File: config.mk
export PLATFORM = sky130hd
export DESIGN_NAME = rx_ack_engine
export DESIGN_NICKNAME = d
export VERILOG_FILES = /design/src/rtl/rxa_pkg.sv /design/src/rtl/rxa_shift.sv /design/src/rtl/rxa_ctrl.sv /design/src/rtl/rxa_rxbuf.sv /design/src/rtl/rx_ack_engine.sv
export SDC_FILE = /design/constraint.sdc
export NUM_CORES = 1
export LEC_CHECK = 0
export ABC_AREA = 1
export BUFFER_PORTS_ARGS = -buffer_cell sky130_fd_sc_hd__buf_2
export CAP_MARGIN = 20
export CORE_MARGIN = 5
export CORE_UTILIZATION = 52
export CTS_CLUSTER_DIAMETER = 30
export CTS_CLUSTER_SIZE = 28
export DETAILED_ROUTE_END_ITERATION = 7
export PLACE_DENSITY = 0.74
export SYNTH_ARGS = -nofsm -noshare
export SYNTH_HDL_FRONTEND = slang
export SYNTH_SLANG_ARGS = --single-unit
File: constraint.sdc
create_clock -name clk -period 2.1 [get_ports clk]
set_input_delay 0.42 -clock clk [delete_from_list [all_inputs] [get_ports clk]]
set_output_delay 0.42 -clock clk [all_outputs]
set_load 0.005 [all_outputs]
File: src/rtl/rxa_pkg.sv
package rxa_pkg;

  typedef enum logic [1:0] {
    PH_DATA = 2'd0,
    PH_WAIT = 2'd1,
    PH_ACK  = 2'd2
  } phase_t;

  // Control word; member order sets the bit positions (bit 0 = run)
  typedef struct packed {
    logic nack_req;
    logic xfer_en;
    logic stop_req;
    logic repeat_md;
    logic master;
    logic run;
  } ctrl_t;

endpackage

File: src/rtl/rxa_shift.sv
module rxa_shift
  import rxa_pkg::*;
(
  input  logic       clk,
  input  logic       rst_n,
  input  logic       abort,
  input  logic       scl_rise,
  input  logic       scl_fall,
  input  logic       sda_in,
  input  logic       ack_ok,
  output logic       byte_done,
  output logic       ack_end,
  output logic       sda_pull_en,
  output logic [7:0] byte_val
);

  phase_t     ph_q, ph_d;
  logic [2:0] idx_q, idx_d;
  logic [6:0] sh_q, sh_d;
  logic       pull_d;

  always_comb begin
    ph_d      = ph_q;
    idx_d     = idx_q;
    sh_d      = sh_q;
    pull_d    = sda_pull_en;
    byte_done = 1'b0;
    ack_end   = 1'b0;
    if (abort) begin
      ph_d   = PH_DATA;
      idx_d  = '0;
      sh_d   = '0;
      pull_d = 1'b0;
    end else begin
      case (ph_q)
        PH_DATA: if (scl_rise) begin
          sh_d  = {sh_q[5:0], sda_in};
          idx_d = idx_q + 3'd1;
          if (idx_q == 3'd7) begin
            byte_done = 1'b1;
            ph_d      = PH_WAIT;
          end
        end
        PH_WAIT: if (scl_fall) begin
          ph_d   = PH_ACK;
          pull_d = ack_ok;
        end
        PH_ACK: if (scl_fall) begin
          ph_d    = PH_DATA;
          pull_d  = 1'b0;
          ack_end = 1'b1;
        end
        default: ph_d = PH_DATA;
      endcase
    end
  end

  always_ff @(posedge clk or negedge rst_n) begin
    if (!rst_n) begin
      ph_q        <= PH_DATA;
      idx_q       <= '0;
      sh_q        <= '0;
      sda_pull_en <= 1'b0;
    end else begin
      ph_q        <= ph_d;
      idx_q       <= idx_d;
      sh_q        <= sh_d;
      sda_pull_en <= pull_d;
    end
  end

  assign byte_val = {sh_q, sda_in};

  AST_PULL_ON_FALL: assert property (@(posedge clk) disable iff (!rst_n)
    $rose(sda_pull_en) |-> $past(scl_fall) && $past(ack_ok));

endmodule

File: src/rtl/rxa_ctrl.sv
module rxa_ctrl
  import rxa_pkg::*;
#(
  parameter int CNT_W = 16
) (
  input  logic             clk,
  input  logic             rst_n,
  input  logic             ctrl_we,
  input  logic [5:0]       ctrl_wdata,
  input  logic             cnt_we,
  input  logic [CNT_W-1:0] cnt_wdata,
  input  logic             byte_done,
  input  logic             ack_end,
  input  logic             ovr_hit,
  output logic             abort,
  output logic             ack_ok,
  output logic             stop_gen,
  output logic             nack_pend,
  output logic             master_md
);

  localparam logic [CNT_W-1:0] CNT_ONE = CNT_W'(1);

  ctrl_t            wr_c, ctl_q, ctl_d;
  logic [CNT_W-1:0] cnt_q, cnt_d;
  logic             late_q, late_d, start_q, start_d, end_q, end_d;
  logic             ack_d, stop_d, last_byte, want_nack;

  assign wr_c      = ctrl_t'(ctrl_wdata);
  assign abort     = ~ctl_q.run | (ctrl_we & ~wr_c.run);
  assign last_byte = ctl_q.master & ctl_q.stop_req &
                     (ctl_q.repeat_md | (cnt_q == CNT_ONE) | late_q);
  assign want_nack = ctl_q.nack_req | last_byte |
                     (~ctl_q.master & (ovr_hit | ~ctl_q.xfer_en));

  always_comb begin
    ctl_d   = ctl_q;
    cnt_d   = cnt_q;
    late_d  = late_q;
    start_d = start_q;
    end_d   = end_q;
    ack_d   = ack_ok;
    stop_d  = 1'b0;
    if (byte_done && !abort) begin
      ack_d   = ~want_nack;
      end_d   = last_byte;
      start_d = 1'b1;
      ctl_d.nack_req = 1'b0;
      if (ctl_q.master && !ctl_q.repeat_md) cnt_d = cnt_q - CNT_ONE;
    end
    if (ack_end && !abort) begin
      stop_d = end_q;
      if (end_q) begin
        ctl_d.stop_req = 1'b0;
        late_d  = 1'b0;
        start_d = 1'b0;
        end_d   = 1'b0;
      end
    end
    if (ctrl_we) begin
      late_d = late_d | (wr_c.stop_req & ~ctl_q.stop_req & start_q);
      ctl_d  = wr_c;
    end
    if (cnt_we) cnt_d = cnt_wdata;
    if (abort) begin
      late_d  = 1'b0;
      start_d = 1'b0;
      end_d   = 1'b0;
      ack_d   = 1'b0;
      stop_d  = 1'b0;
    end
  end

  always_ff @(posedge clk or negedge rst_n) begin
    if (!rst_n) begin
      ctl_q    <= '0;
      cnt_q    <= '0;
      late_q   <= 1'b0;
      start_q  <= 1'b0;
      end_q    <= 1'b0;
      ack_ok   <= 1'b0;
      stop_gen <= 1'b0;
    end else begin
      ctl_q    <= ctl_d;
      cnt_q    <= cnt_d;
      late_q   <= late_d;
      start_q  <= start_d;
      end_q    <= end_d;
      ack_ok   <= ack_d;
      stop_gen <= stop_d;
    end
  end

  assign nack_pend = ctl_q.nack_req;
  assign master_md = ctl_q.master;

  AST_STOP_AFTER_ACK: assert property (@(posedge clk) disable iff (!rst_n)
    stop_gen |-> $past(ack_end));
  AST_NACK_REQ_CLR: assert property (@(posedge clk) disable iff (!rst_n)
    (byte_done && ctl_q.nack_req && !abort && !ctrl_we) |=> !nack_pend);

endmodule

File: src/rtl/rxa_rxbuf.sv
module rxa_rxbuf (
  input  logic       clk,
  input  logic       rst_n,
  input  logic       abort,
  input  logic       byte_done,
  input  logic [7:0] byte_val,
  input  logic       rx_rd,
  output logic       ovr_hit,
  output logic       byte_stb,
  output logic [7:0] rx_byte,
  output logic       rx_ready,
  output logic       rx_overrun
);

  logic [7:0] byte_d;
  logic       rdy_d, ovr_d, stb_d;

  assign ovr_hit = rx_ready & ~rx_rd;

  always_comb begin
    byte_d = rx_byte;
    rdy_d  = rx_ready;
    ovr_d  = rx_overrun;
    stb_d  = 1'b0;
    if (abort) begin
      byte_d = '0;
      rdy_d  = 1'b0;
      ovr_d  = 1'b0;
    end else begin
      if (rx_rd) begin
        rdy_d = 1'b0;
        ovr_d = 1'b0;
      end
      if (byte_done) begin
        if (ovr_hit) begin
          ovr_d = 1'b1;
        end else begin
          byte_d = byte_val;
          rdy_d  = 1'b1;
          stb_d  = 1'b1;
        end
      end
    end
  end

  always_ff @(posedge clk or negedge rst_n) begin
    if (!rst_n) begin
      rx_byte    <= '0;
      rx_ready   <= 1'b0;
      rx_overrun <= 1'b0;
      byte_stb   <= 1'b0;
    end else begin
      rx_byte    <= byte_d;
      rx_ready   <= rdy_d;
      rx_overrun <= ovr_d;
      byte_stb   <= stb_d;
    end
  end

  AST_STB_MEANS_READY: assert property (@(posedge clk) disable iff (!rst_n)
    byte_stb |-> rx_ready);
  AST_OVR_KEEPS_BYTE: assert property (@(posedge clk) disable iff (!rst_n)
    $rose(rx_overrun) |-> $stable(rx_byte));

endmodule

File: src/rtl/rx_ack_engine.sv
module rx_ack_engine #(
  parameter int CNT_W = 16
) (
  input  logic             clk,
  input  logic             rst_n,
  input  logic             scl_rise,
  input  logic             scl_fall,
  input  logic             sda_in,
  input  logic             ctrl_we,
  input  logic [5:0]       ctrl_wdata,
  input  logic             cnt_we,
  input  logic [CNT_W-1:0] cnt_wdata,
  input  logic             rx_rd,
  output logic             sda_pull_en,
  output logic             byte_stb,
  output logic [7:0]       rx_byte,
  output logic             rx_ready,
  output logic             rx_overrun,
  output logic             stop_gen,
  output logic             nack_pend
);

  logic [1:0] rst_sync_q;
  logic       rst_s;
  logic       abort, ack_ok, byte_done, ack_end, ovr_hit, master_md;
  logic [7:0] byte_val;

  always_ff @(posedge clk or negedge rst_n) begin
    if (!rst_n) rst_sync_q <= 2'b00;
    else        rst_sync_q <= {rst_sync_q[0], 1'b1};
  end
  assign rst_s = rst_sync_q[1];

  rxa_shift u_shift (
    .clk        (clk),
    .rst_n      (rst_s),
    .abort      (abort),
    .scl_rise   (scl_rise),
    .scl_fall   (scl_fall),
    .sda_in     (sda_in),
    .ack_ok     (ack_ok),
    .byte_done  (byte_done),
    .ack_end    (ack_end),
    .sda_pull_en(sda_pull_en),
    .byte_val   (byte_val)
  );

  rxa_ctrl #(.CNT_W(CNT_W)) u_ctrl (
    .clk       (clk),
    .rst_n     (rst_s),
    .ctrl_we   (ctrl_we),
    .ctrl_wdata(ctrl_wdata),
    .cnt_we    (cnt_we),
    .cnt_wdata (cnt_wdata),
    .byte_done (byte_done),
    .ack_end   (ack_end),
    .ovr_hit   (ovr_hit),
    .abort     (abort),
    .ack_ok    (ack_ok),
    .stop_gen  (stop_gen),
    .nack_pend (nack_pend),
    .master_md (master_md)
  );

  rxa_rxbuf u_rxbuf (
    .clk       (clk),
    .rst_n     (rst_s),
    .abort     (abort),
    .byte_done (byte_done),
    .byte_val  (byte_val),
    .rx_rd     (rx_rd),
    .ovr_hit   (ovr_hit),
    .byte_stb  (byte_stb),
    .rx_byte   (rx_byte),
    .rx_ready  (rx_ready),
    .rx_overrun(rx_overrun)
  );

  AST_NACK_REQ_HONOURED: assert property (@(posedge clk) disable iff (!rst_s)
    (byte_done && nack_pend && !abort) |=> !ack_ok);
  AST_SLAVE_OVR_NACK: assert property (@(posedge clk) disable iff (!rst_s)
    (byte_done && ovr_hit && !master_md && !abort) |=> !ack_ok);
  AST_ABORT_RELEASE: assert property (@(posedge clk) disable iff (!rst_s)
    abort |=> (!sda_pull_en && !rx_ready && !rx_overrun));

endmodule

; ---- Yosys cells after proc, flatten, opt, wreduce, memory -nomap -nowiden
; Index checks and enable logic that the tools add are counted.
[op_classes]
addsub = 2
multipliers = 0
div_mod_pow = 0
order_cmp = 0
eq_ne = 9
n_shift = 0
mux = 60
bitwise_logic = 21
n_reduce_logical = 22
[op_table]
columns = op, count
row1 = 2-to-1 mux 16 bit, 3
row2 = 2-to-1 mux 1 bit, 40
row3 = 2-to-1 mux 8 bit, 3
row4 = 2-to-1 mux 7 bit, 3
row5 = nonzero test 2 bit, 9
row6 = == test 16 x 1 -> 1 bit (second input constant), 1
row7 = subtractor 16 x 1 -> 16 bit (second input constant), 1
row8 = 2-to-1 mux 2 bit, 5
row9 = 2-to-1 mux 3 bit, 3
row10 = != test 3 x 2 -> 1 bit (second input constant), 3
row11 = AND reduction 2 bit, 4
row12 = AND 1 bit, 7
row13 = NOT 1 bit, 7
row14 = bitwise OR 1 bit, 7
row15 = 2-to-1 mux 6 bit, 1
row16 = case mux 2 bit (3 select lines), 1
row17 = AND reduction 4 bit, 1
row18 = adder 3 x 1 -> 3 bit (second input constant), 1
row19 = == test 3 bit (second input constant), 1
row20 = logical AND 1 bit, 3
row21 = != test 3 x 1 -> 1 bit (second input constant), 1
row22 = AND reduction 3 bit, 1
row23 = nonzero test 3 bit, 1
row24 = == test 2 x 1 -> 1 bit (second input constant), 1
row25 = 5 further kinds, 6
[word_totals]
regBits = 53
latchBits = 0
ram_bits = 0
rom_bits = 0
inputBits = 30
out_inout_bits = 14
word_cells = 135
mem_count = 0

; ---- Longest topological paths before layout
[depth]
ltp_word = 10
mapped_depth = 13
mapped_depth_nobuf = 12

; ---- Hierarchy
; A second synthesis with hierarchy kept.
[unflattened]
cells_unflattened = 358
hier_area_um2 = 2772.7
[by_module_without_submodules]
columns = module, instances, cells_each, area_each_um2, seq_area_each_um2
row1 = rxa_ctrl, 1, 237, 1659.1, 675.6
row2 = rxa_shift, 1, 71, 598.1, 325.3
row3 = rxa_rxbuf, 1, 47, 461.7, 275.3
row4 = rx_ack_engine, 1, 3, 53.8, 50.0

; ---- Worst setup path after synthesis
; No wires, ideal clock.
[synth_path]
path_type = flip-flop to flip-flop
start = register u_shift.idx_q[0]
end = register u_rxbuf.rx_byte[0]
setup_ps = 95
arrival_time_ps = 1583
required_time_ps = 2005
path_slack_ps = 422
path_stages_with_launch = 11
n_path_buf = 1
synth_period_minus_slack_ps = 1678
cell_sequence = dfrtp_1 > ha_1 > ha_1 > nand2_1 > inv_1 > nand2_1 > inv_1 > a21oi_2 > buf_2 > nand2_1 > o31ai_1
[synth_via]
elab_chain_len = 7
[synth_rtl]
columns = item, line
row1 = start: declaration, rxa_shift.sv:18  ; logic [2:0] idx_q, idx_d;
row2 = start signal: assignment, rxa_shift.sv:66  ; idx_q <= idx_d;
row3 = == test 3 bit, rxa_shift.sv:39  ; if (idx_q == 3'd7) begin
row4 = 2-to-1 mux 1 bit, rxa_shift.sv:39
row5 = 2-to-1 mux 1 bit, rxa_shift.sv:36  ; PH_DATA: if (scl_rise) begin
row6 = 2-to-1 mux 1 bit, rxa_shift.sv:35  ; case (ph_q)
row7 = 2-to-1 mux 1 bit, rxa_shift.sv:29  ; if (abort) begin
row8 = nonzero test 2 bit (no source line), --
row9 = AND reduction 2 bit (no source line), --
row10 = end signal: assignment, rxa_rxbuf.sv:53  ; rx_byte <= byte_d;
row11 = end: declaration, rxa_rxbuf.sv:10  ; output logic [7:0] rx_byte,
; Every way passes these cells.
; A chain may end at the register's enable or synchronous reset.

; ---- Final worst setup path
[layout_path]
start = register u_shift.idx_q[0]
end = register u_ctrl.cnt_q[14]
[layout_via]
elab_chain_len = 8
[layout_rtl]
columns = item, line
row1 = == test 3 bit, rxa_shift.sv:39
row2 = 2-to-1 mux 1 bit, rxa_shift.sv:39
row3 = 2-to-1 mux 1 bit, rxa_shift.sv:36
row4 = 2-to-1 mux 1 bit, rxa_shift.sv:35
row5 = 2-to-1 mux 1 bit, rxa_shift.sv:29
row6 = logical AND 1 bit, rxa_ctrl.sv:44  ; if (byte_done && !abort) begin
row7 = nonzero test 2 bit (no source line), --
row8 = AND reduction 2 bit (no source line), --
row9 = end signal: assignment, rxa_ctrl.sv:85  ; cnt_q <= cnt_d;
row10 = end: declaration, rxa_ctrl.sv:25  ; logic [CNT_W-1:0] cnt_q, cnt_d;
; Every way passes these cells.

==> metrics.md <==
| Metric | Value |
|---|---|
| Sequential fraction of the synthesis area | 0.492 |
| Critical path capture point type | flop |
| # IOs | 44 |
| Syn Inst Count | 352 |
| Ys Warns | 0 |
| Syn nets | 386 |
| Die width | 82.0 µm |
| VDD IR max | 0.445 mV |
| Max-cap viol count | 0 |
| Starting Density | 0.531 |
| Final period util | 0.881 |
| Synthesized area per cell | 7.66 µm² |
| RSZ-0062 raised after global routing | false |
| Gate power share | 0.168 |
| Fin. Hold Viols | 0 |
| Worst min-delay path class | flop to asynchronous set/reset pin |
| GR Overflow Total | 0 |
| Setup TNS | 0 ps |
| CP Launch Type | flop |
| Vias in the first global route | 2296 |
| Slew Limit Fails | 0 |
| Switching power | 0.638 mW |
| Full die area | 6720 µm² |
| Commonest non-fill, non-tap cell in the layout | nand2_1 |
| Leak | 1.64 nW |
| Post-CTS Setup Inserts | 0 |
| Tot Pwr | 2.12 mW |
| Final min period | 1850 ps |
| Cts repair resizes | 0 |
| Clk_skew | 2.85 ps |
| Number of synthesized flops with an enable pin | 0 |
| CP max FO | 15 |
| Post-route worst setup slack | 251 ps |
| CTS tree | yes |
| Clock buffer depth | 2 |
| Most frequent cells in the layout | 105 x nand2_1, 52 x dfrtp_1, 43 x nor2_1, 43 x buf_2, 38 x inv_1 |
| Dpl ws | 275 ps |
| Switching Fraction | 0.301 |
| I/O Buffers | 43 |
| Fill cell count | 474 |
| Cell chain of the critical path | ha_1, ha_1, nand2_1, inv_1, nand2_1, nor2_4, nand2_2, nand2_4, inv_2, nor2_1, nand2_1, nand2_1 |
| Gpl congestion | 0.921 |
| Vias | 2383 |
| Top_reg_cell synth | dfrtp_1 |
| Req. time, crit path | 2310 ps |
| DRC | 0 |
| Post-synth ARST share | 1.00 |
| H-tree depth | 2 |
| Clock power share | 0.296 |
| ANT cells | 0 |
| Die Height | 82.0 µm |
| Final setup viols | 0 |
| Root Driver | clkbuf_8 |
| Internal | 1.49 mW |
| Vias per Instance | 5.04 |
| Clock Pin Slew Worst Setup and Hold Paths | 100 ps |
| Synth cell types | 31 |
| Peak Freq | 541 MHz |
| # clock sinks | 53 |
| Status | finished clean |
| Share of layout cells above drive strength 1 | 0.171 |
| Cell Area, Synth | 2700 µm² |
| Flop pwr share | 0.536 |
| DR WL/cell | 12.1 µm |
| Core area | 5070 µm² |
| Nets@finish | 436 |
| Post-CTS Hold Fix Bufs | 1 |
| Cell Pwr Density | 681 nW/µm² |
| FF-to-FF setup slack | 250 ps |
| Layout area overhead | 15.6% |
| DRT Wirelength | 5710 µm |
| #FFs+latches synth | 53 |
| Std cell rows | 26 |
| Final Hold Slack | 241 ps |
| Setup CP Type | flop to flop |
| Initial DRC Count | 167 |
| Initial antenna violation count | 0 |
| Worst-Skew Late Latency | 310 ps |
| Clock buffer count from CTS | 5 |
| First-pass GRT wire length | 10200 µm |
| Least-Margin Pin Slew | 501 ps |
| Slew headroom | 0.666 |
| Final ANT Viol Nets | 0 |
| Arr. time, crit path | 2060 ps |
| 1st-pass router iterations | 4 |
| Largest net degree at the start of global routing | 23 |
| GRT Resource Usage Total | 0.197 |
| CP dominant cell by count | nand2_1 |
| CP peak stage delay | 410 ps |
| HPWL after DPL | 4260 µm |
| Slowest-stage cell, CP | dfrtp_1 |
==> critical path: cells and delay by family (launching register included) <==
kind | cells | cell delay [ps]
simple gates | 8 | 690
buf+inv | 2 | 260
flops | 1 | 410
fa+ha+maj | 2 | 390
==> Yosys cell counts (2+ instances only) <==
master,number,area [µm²]
clkbuf_1,3,11.3
o21ai_1,6,30.0
buf_2,3,15.0
dfrtp_1,53,1330
nor2_1,43,161
o21ai_0,20,100
or2_2,2,12.5
nand4_1,5,31.3
a21oi_1,4,20.0
nand2_1,105,394
o31ai_1,7,52.6
a21boi_0,2,15.0
inv_2,2,7.51
nand3_1,36,180
o22ai_1,2,12.5
ha_1,4,50.1
nor3_1,4,20.0
inv_1,38,143
==> per-layer routing <==
| metal | global-route usage | vias to the layer above | part of all wire |
|---|---|---|---|
| met4 | 0.0831 | 0 | 0.019 |
| met3 | 0.0384 | 12 | 0.049 |
| met1 | 0.276 | 1089 | 0.50 |
| met5 | 0 | - | 0 |
| li1 | - | 1237 | - |
| met2 | 0.296 | 45 | 0.44 |
==> cells by family (layout without fill, tap and decap cells) <==
kind of cell | after synthesis | count (layout) | synth area share
and+or+nand+nor | 199 | 199 | 0.310
DFF | 53 | 53 | 0.492
other | 1 | 1 | 0.00139
AOI/OAI and AO/OA | 47 | 47 | 0.106
adders and majority gates | 4 | 4 | 0.0186
buffers and inverters | 48 | 99 | 0.0724
==> power by group through the flow <==
stage | combinational (mW) | clock [mW] | sequential [mW]
after global placement | 0.346 | 0 | 1.16
after global routing | 0.416 | 0.684 | 1.15
after floorplan | 0.239 | 0 | 1.15
final | 0.356 | 0.629 | 1.14
after detailed placement | 0.355 | 0 | 1.16
after CTS | 0.357 | 0.643 | 1.14
==> area by class of cell <==
| class | instances | area, µm² | area share |
|---|---|---|---|
| flip-flops and latches | 53 | 1330 | 0.426 |
| clock buffers | 6 | 82.6 | 0.0265 |
| multi-input cells | 251 | 1170 | 0.377 |
| inverters | 40 | 150 | 0.0482 |
| repair buffers | 51 | 278 | 0.0891 |
| clock inverters | 2 | 17.5 | 0.00562 |
| well taps | 70 | 87.6 | 0.0281 |
==> registers in the layout, summed over array words and instances, names as in the netlist, 2 cells and up <==
name and flops:
u_ctrl.ctl_q 4, rst_sync_q 2, u_shift.idx_q 3, u_shift.ph_q 2, u_rxbuf.rx_byte 8, u_shift.sh_q 7, u_ctrl.cnt_q 16
==> metrics by stage <==
| step | cell area, µm² | cells | utilization |
|---|---|---|---|
| after floorplan | 2700 | 352 | - |
| after global placement | 3010 | 464 | 0.592 |
| after detailed placement | 3010 | 464 | 0.592 |
| after CTS | 3120 | 473 | 0.614 |
| after global routing | 3120 | 473 | 0.614 |
| final | 3120 | 473 | 0.614 |
==> worst paths after layout <==
kind | startpoint | end | depth (start not counted)
worst min-delay path | rst_sync_q[1] | u_ctrl.cnt_q[2] | 0
worst max register to register | u_shift.idx_q[0] | u_ctrl.cnt_q[14] | 12
worst max-delay path | u_shift.idx_q[0] | u_ctrl.cnt_q[14] | 12
min in group clk | ctrl_wdata[2] | u_ctrl.ctl_q[2] | 3
worst min register to register | rst_sync_q[1] | u_ctrl.cnt_q[2] | 0
max in group asynchronous | rst_sync_q[1] | u_shift.idx_q[1] | 1
No activity file was read; power rests on OpenSTA's default activity.
